$ cat src/rtl/serirq_pkg.sv
package serirq_pkg;

  typedef enum logic [2:0] {
    ST_IDLE,
    ST_QSTART,
    ST_START,
    ST_SLOT,
    ST_STOP
  } frame_st_t;

  typedef enum logic [1:0] {
    MD_KEEP,
    MD_QUIET,
    MD_CONT
  } mode_sel_t;

  localparam logic [1:0] PH_SAMPLE = 2'd0;
  localparam logic [1:0] PH_RECOV  = 2'd1;
  localparam logic [1:0] PH_TURN   = 2'd2;

  // request as seen by the slot logic after polarity selection
  function automatic logic slot_pending(input logic req, input logic inv);
    return req ^ inv;
  endfunction

  // mode picked by the width of a stop pulse
  function automatic mode_sel_t stop_decode(input int width, input int quiet_w, input int cont_w);
    if (width == quiet_w) return MD_QUIET;
    if (width == cont_w)  return MD_CONT;
    return MD_KEEP;
  endfunction

endpackage

$ cat src/rtl/serirq_frame_tracker.sv
module serirq_frame_tracker
  import serirq_pkg::*;
#(
  parameter int NUM_SLOTS  = 17,
  parameter int START_MIN  = 4,
  parameter int STOP_QUIET = 2,
  parameter int STOP_CONT  = 3,
  parameter int CNT_W      = 4,
  localparam int SLOT_W    = $clog2(NUM_SLOTS)
) (
  input  logic              clk,
  input  logic              rst_n,
  input  logic              line_in,
  input  logic              qs_want,
  output frame_st_t         st,
  output logic [SLOT_W-1:0] slot_idx,
  output logic [1:0]        phase,
  output logic              quiet_mode
);

  localparam logic [CNT_W-1:0]  START_MIN_C = CNT_W'(START_MIN);
  localparam logic [SLOT_W-1:0] LAST_SLOT   = SLOT_W'(NUM_SLOTS - 1);

  logic [CNT_W-1:0] wcnt;

  // named events for checking
  logic start_end, short_pulse, stop_end, slot_wrap;
  assign start_end   = (st == ST_START) && line_in;
  assign short_pulse = start_end && (wcnt < START_MIN_C);
  assign stop_end    = (st == ST_STOP) && line_in && (wcnt != '0);
  assign slot_wrap   = (st == ST_SLOT) && (phase == PH_TURN) && (slot_idx == LAST_SLOT);

  always_ff @(posedge clk or negedge rst_n) begin
    if (!rst_n) begin
      st         <= ST_IDLE;
      slot_idx   <= '0;
      phase      <= PH_SAMPLE;
      wcnt       <= '0;
      quiet_mode <= 1'b0;
    end else begin
      unique case (st)
        ST_IDLE: begin
          if (!line_in) begin
            st   <= ST_START;
            wcnt <= CNT_W'(1);
          end else if (qs_want) begin
            st <= ST_QSTART;
          end
        end
        ST_QSTART: begin
          st   <= ST_START;
          wcnt <= CNT_W'(1);
        end
        ST_START: begin
          if (!line_in) begin
            wcnt <= (wcnt == '1) ? wcnt : wcnt + 1'b1;
          end else if (short_pulse) begin
            st <= ST_IDLE;
          end else begin
            st       <= ST_SLOT;
            slot_idx <= '0;
            phase    <= PH_SAMPLE;
          end
        end
        ST_SLOT: begin
          if (phase == PH_TURN) begin
            phase <= PH_SAMPLE;
            if (slot_wrap) begin
              st   <= ST_STOP;
              wcnt <= '0;
            end else begin
              slot_idx <= slot_idx + 1'b1;
            end
          end else begin
            phase <= phase + 1'b1;
          end
        end
        ST_STOP: begin
          if (!line_in) begin
            wcnt <= (wcnt == '1) ? wcnt : wcnt + 1'b1;
          end else if (stop_end) begin
            st <= ST_IDLE;
            unique case (stop_decode(int'(wcnt), STOP_QUIET, STOP_CONT))
              MD_QUIET: quiet_mode <= 1'b1;
              MD_CONT:  quiet_mode <= 1'b0;
              default:  quiet_mode <= quiet_mode;
            endcase
          end
        end
        default: st <= ST_IDLE;
      endcase
    end
  end

  p_qstart_single_r7: assert property (@(posedge clk) disable iff (!rst_n)
    (st == ST_QSTART) |=> (st == ST_START));

  p_qstart_from_idle_r9: assert property (@(posedge clk) disable iff (!rst_n)
    (st == ST_QSTART) |-> ($past(st) == ST_IDLE));

  p_qstart_quiet_only_r6: assert property (@(posedge clk) disable iff (!rst_n)
    (st == ST_QSTART) |-> quiet_mode);

  p_mode_at_stop_r5: assert property (@(posedge clk) disable iff (!rst_n)
    !$stable(quiet_mode) |-> ($past(st) == ST_STOP));

  p_short_ignored_r4: assert property (@(posedge clk) disable iff (!rst_n)
    short_pulse |=> (st == ST_IDLE));

endmodule

$ cat src/rtl/serirq_slot_driver.sv
module serirq_slot_driver
  import serirq_pkg::*;
#(
  parameter int NUM_SLOTS = 17,
  localparam int SLOT_W   = $clog2(NUM_SLOTS)
) (
  input  logic                 clk,
  input  logic                 rst_n,
  input  logic                 line_in,
  input  logic [NUM_SLOTS-1:0] irq_req,
  input  logic                 cfg_invert,
  input  frame_st_t            st,
  input  logic [SLOT_W-1:0]    slot_idx,
  input  logic [1:0]           phase,
  input  logic                 quiet_mode,
  output logic                 qs_want,
  output logic                 oe,
  output logic                 dout
);

  logic [NUM_SLOTS-1:0] pend;
  logic [NUM_SLOTS-1:0] served;
  logic                 drove_sample;

  for (genvar g = 0; g < NUM_SLOTS; g++) begin : g_pol
    assign pend[g] = slot_pending(irq_req[g], cfg_invert);
  end

  logic in_sample, in_recov, in_turn, sample_hit;
  assign in_sample  = (st == ST_SLOT) && (phase == PH_SAMPLE);
  assign in_recov   = (st == ST_SLOT) && (phase == PH_RECOV);
  assign in_turn    = (st == ST_SLOT) && (phase == PH_TURN);
  assign sample_hit = in_sample && pend[slot_idx];

  assign qs_want = quiet_mode && (st == ST_IDLE) && line_in && (|(pend & ~served));

  always_ff @(posedge clk or negedge rst_n) begin
    if (!rst_n) begin
      served       <= '0;
      drove_sample <= 1'b0;
    end else begin
      served       <= (served & pend) | (sample_hit ? (NUM_SLOTS'(1) << slot_idx) : '0);
      drove_sample <= sample_hit;
    end
  end

  always_comb begin
    oe   = 1'b0;
    dout = 1'b1;
    if (st == ST_QSTART) begin
      oe   = 1'b1;
      dout = 1'b0;
    end else if (sample_hit) begin
      oe   = 1'b1;
      dout = 1'b0;
    end else if (in_recov && drove_sample) begin
      oe   = 1'b1;
      dout = 1'b1;
    end
  end

  p_turn_released_r3: assert property (@(posedge clk) disable iff (!rst_n)
    in_turn |-> !oe);

  p_recovery_high_r3: assert property (@(posedge clk) disable iff (!rst_n)
    (in_sample && oe) |=> (oe && dout));

  p_low_only_sample_r3: assert property (@(posedge clk) disable iff (!rst_n)
    (oe && !dout) |-> (in_sample || (st == ST_QSTART)));

endmodule

$ cat src/rtl/serirq_agent.sv
module serirq_agent
  import serirq_pkg::*;
#(
  parameter int NUM_SLOTS  = 17,
  parameter int START_MIN  = 4,
  parameter int STOP_QUIET = 2,
  parameter int STOP_CONT  = 3,
  parameter int CNT_W      = 4
) (
  input  logic                 clk,
  input  logic                 rst_n,
  input  logic                 serirq_in,
  input  logic [NUM_SLOTS-1:0] irq_req,
  input  logic                 cfg_invert,
  output logic                 serirq_oe,
  output logic                 serirq_dout,
  output logic                 quiet_mode
);

  localparam int SLOT_W = $clog2(NUM_SLOTS);

  frame_st_t         st;
  logic [SLOT_W-1:0] slot_idx;
  logic [1:0]        phase;
  logic              qs_want;

  serirq_frame_tracker #(
    .NUM_SLOTS(NUM_SLOTS), .START_MIN(START_MIN),
    .STOP_QUIET(STOP_QUIET), .STOP_CONT(STOP_CONT), .CNT_W(CNT_W)
  ) u_track (
    .clk(clk), .rst_n(rst_n), .line_in(serirq_in), .qs_want(qs_want),
    .st(st), .slot_idx(slot_idx), .phase(phase), .quiet_mode(quiet_mode)
  );

  serirq_slot_driver #(.NUM_SLOTS(NUM_SLOTS)) u_drive (
    .clk(clk), .rst_n(rst_n), .line_in(serirq_in), .irq_req(irq_req),
    .cfg_invert(cfg_invert), .st(st), .slot_idx(slot_idx), .phase(phase),
    .quiet_mode(quiet_mode), .qs_want(qs_want), .oe(serirq_oe), .dout(serirq_dout)
  );

  p_idle_no_drive_r1: assert property (@(posedge clk) disable iff (!rst_n)
    ((st == ST_IDLE) || (st == ST_START) || (st == ST_STOP)) |-> !serirq_oe);

endmodule

$ cat config.mk
export PLATFORM = sky130hd
export DESIGN_NAME = serirq_agent
export DESIGN_NICKNAME = d
export VERILOG_FILES = /design/src/rtl/serirq_pkg.sv /design/src/rtl/serirq_frame_tracker.sv /design/src/rtl/serirq_slot_driver.sv /design/src/rtl/serirq_agent.sv
export SDC_FILE = /design/constraint.sdc
export NUM_CORES = 1
export LEC_CHECK = 0
export ABC_AREA = 1
export BUFFER_PORTS_ARGS = -buffer_cell sky130_fd_sc_hd__clkbuf_2
export CAP_MARGIN = 20
export CORE_UTILIZATION = 43
export CTS_CLUSTER_DIAMETER = 30
export CTS_CLUSTER_SIZE = 20
export DETAILED_ROUTE_END_ITERATION = 8
export PLACE_DENSITY = 0.61
export SYNTH_ARGS = -nofsm -noshare
export SYNTH_HDL_FRONTEND = slang
export SYNTH_SLANG_ARGS = --single-unit
$ cat constraint.sdc
create_clock -name clk -period 1.7 [get_ports clk]
set_clock_uncertainty 0.05 [all_clocks]
set_input_delay 0.34 -clock clk [delete_from_list [all_inputs] [get_ports clk]]
set_output_delay 0.34 -clock clk [all_outputs]
set_load 0.02 [all_outputs]
==> summary.txt <==
Outcome
  • Result of the run: finished with violations
  • Violated checks: negative setup slack

Setup path
  • Data required time at the worst endpoint: 1.31 ns
  • Sequence of cells on the critical path: inv_4 -> nor2_4 -> nand2_1 -> nand2_1 -> inv_1 -> nand2_1 -> nand2_1 -> nand2_2 -> o21ai_4 -> buf_6 -> a21oi_4 -> clkbuf_8
  • Most used cell along the critical path: nand2_1
  • Critical Setup Path Class: register to output pin
  • Maximum single-stage delay on the critical path: 0.45 ns
  • CP max-delay cell: dfrtp_2
  • Category of the worst setup path launch point: register
  • CP top delay family: simple AND/OR/NAND/NOR gates
  • Buffer and inverter count on the worst path: 4
  • Critical Path End Type: output pin
  • Arrival @ worst endpoint: roughly 1.8 ns
  • Largest fanout on the critical path: 6

Clock network
  • TritonCTS sink count: 33
  • Clock network latency to the later pin of the worst-skew pair: 0.29 ns
  • Num CTS Buffers: 5
  • Clock-pin slew reported for the worst setup and hold paths after clock tree synthesis: ~0.070 ns
  • Count of H-tree levels built during CTS: 2
  • Root buffer cell: clkbuf_8
  • Maximum buffer depth of the clock tree: 2
  • TritonCTS clock tree: done
  • Number of hold-repair buffers added at the cts stage: 0

Power and ir drop
  • Power density over the cells: 1170 nW/um2
  • LEAKAGE: 1.94 nW
  • Worst voltage drop across the vdd grid: between 0.7 and 0.8 mV

Hold path
  • Class of the tightest hold or removal check: input port to async pin

Finish
  • Number of fill cells in the layout: 520
  • Area growth from synthesis to layout: 40.4%
  • Share of final-layout standard cells stronger than drive strength 1: 28.2%
  • Finished Layout Cells: 550
  • Area of the multi-input gates: 1490 um2
  • Antenna Cells: 0
  • Storage cell area: 828 um2
  • Design Area, Final: 3490 um2
  • Number of nets in the final layout: 507

Global route
  • Met3 capacity usage during global routing: 4.19%
  • Total congestion overflow: 0
  • Maximum number of pins on one net before global-route repair: 25
  • Met1 routing resource usage after global routing: 29.1%
  • Global-route layer with the greatest usage: met2
  • Number of global-route vias before repair: roughly 2600
  • Met2 Track Usage GR: 45.7%
  • Initial antenna violation count: 0
  • GRT Total Usage: 24.7%
  • Wire length of the first global-routing pass: 11.6 mm

Floorplan
  • Starting utilization of the core area: 44.9%
  • X dimension of the die: around 78 um
  • Die area: 6100 um2
  • Std cell rows: 27
  • Die height: 78.1 um
  • Core footprint: 5540 um2
  • Num ports: 24

Placed design
  • # port buffers: 23
  • Cell area after placement: 3230 um2
  • Total instance count after detailed placement: 532
  • Detailed Place HPWL: 5.39 mm
  • Final weighted congestion in routability-driven placement: 0.812

STA
  • Worst Tran Pin Value: 0.678 ns
  • Count of endpoints failing hold in the final timing report: 0
  • Final Setup Violations: 30
  • Worst hold slack: 0.0254 ns
  • Post-route minimum period: 2.19 ns
  • Worst-case headroom to the max-slew limit: 54.8%
  • Worst Slack Setup Final: -0.489 ns
  • Maximum operating frequency: 457 MHz
  • Final cycle utilization of the critical path: 129%
  • Setup repair after global routing missed its margin: yes
  • Pins Over Slew Limit: 0

Synth
  • Post-synthesis register bit count: 33
  • Distinct cell type count of the synthesized netlist: 29
  • Post-synthesis sequential area ratio: 33.2%
  • Cell count after synthesis: 380
  • Post-synth design cell area: 2490 um2
  • Warnings, synthesis: 0
  • Syn nets: 410
  • Mean Syn Cell Area: 6.55 um2

Routing
  • Total Wirelength: between 7 and 8 mm
  • Via count of the routed design: 2766
  • Average wire per cell in the routed design: approximately 13 um
  • Number of DRC markers after the initial detailed-route iteration: approximately 150
  • Post-detailed-route count of antenna-violating nets: 0
  • # DRC: 0
  • Via-per-instance ratio: between 5 and 6
  • Detailed-router iteration count before antenna repair: 5

Run
  • Maxcap violations: 0
[through the flow]
step,TNS [ns],setup WS [ns],utilization (%),power (W)
2_1_floorplan,-0.188,-0.0935,-,0.00239
3_3_place_gp,-5.68,-0.402,58.4,0.00312
3_5_place_dp,-6.01,-0.414,58.4,0.00316
4_1_cts,-4.15,-0.509,61.3,0.00393
5_1_grt,-8.49,-0.629,63.1,0.00445
6_report,-4.75,-0.489,63.1,0.00411
[cell usage after synthesis (all sizes together)]
master / number / share of area, %
inv: 56 / 8.4
buf: 7 / 2.3
nor3b: 2 / 0.60
o22ai: 1 / 0.25
a22o: 1 / 0.35
nand3b: 11 / 3.5
nor2: 27 / 4.8
o21bai: 1 / 0.30
dfrtp: 33 / 33
nor3: 20 / 4.0
o21ai: 15 / 3.5
xor2: 1 / 0.35
ha: 9 / 4.5
or2: 4 / 1.0
and2: 1 / 0.25
a21oi: 7 / 1.6
nand3: 65 / 13
nand2: 114 / 17
nand4: 2 / 0.50
clkbuf: 3 / 0.45
[final cells by class]
class / instances / area share, %
inverter: 56 / 6.09
clock buffer: 8 / 2.29
tap: 72 / 2.58
sequential: 33 / 23.7
timing repair buffer: 100 / 22.6
multi-input combinational: 281 / 42.7
[metal layers]
metal  vias up  routed length, um
li1       1418                  -
met1      1292               3050
met2        48               3730
met3         8                176
met4         0                 67
met5         -                  0
[registers in the layout, indices dropped and copies added, names as in the netlist]
name	cells
u_track.phase	2
u_track.slot_idx	5
u_track.wcnt	4
u_track.quiet_mode	1
u_drive.served	17
u_track.st	3
u_drive.drove_sample	1
[what timing repair did]
item / in CTS / in global routing
pin swaps: 10 / 3
resized for setup: 11 / 7
endpoints found under the setup margin: 27 / 30
gates cloned: 0 / 2
buffers inserted: 5 / 4
endpoints found under the hold margin: 0 / 0
[logic make-up after synthesis]
group,after synthesis,synth area share (%)
AO/OA/AOI/OAI,25,5.93
AND/OR/NAND/NOR,246,44.9
buffers and inverters,66,11.2
adder cells (fa/ha/maj),9,4.52
flip-flops,33,33.2
XOR/XNOR,1,0.352
[layout by cell type, fill, tap and decap left out, drive strengths merged, types with 2 or more instances in the layout]
cell,n
a21oi,7
buf,75
clkbuf,33
dfrtp,33
ha,9
inv,56
nand2,114
nand3,65
nand3b,11
nand4,2
nor2,27
nor3,20
nor3b,2
o21ai,15
or2,4
[power breakdown]
part,switching (W),internal (W)
combinational,0.00134,0.00117
clock,0.000290,0.000291
sequential,0.000103,0.000913
total,0.00173,0.00238
[final timing paths]
check / slack (ns) / cells past startpoint / endpoint / startpoint
max: -0.49 / 12 / serirq_dout / u_track.slot_idx[0]
max in group asynchronous: 1.01 / 2 / u_track.phase[0] / rst_n
min reg2reg: 0.44 / 2 / u_drive.served[3] / u_drive.served[3]
min: 0.03 / 1 / u_drive.served[12] / rst_n
max reg2reg: -0.38 / 10 / u_track.wcnt[2] / u_track.slot_idx[0]
min in group clk: 0.33 / 4 / u_drive.served[15] / irq_req[15]
Note: power is estimated with default switching activity, not from simulation.
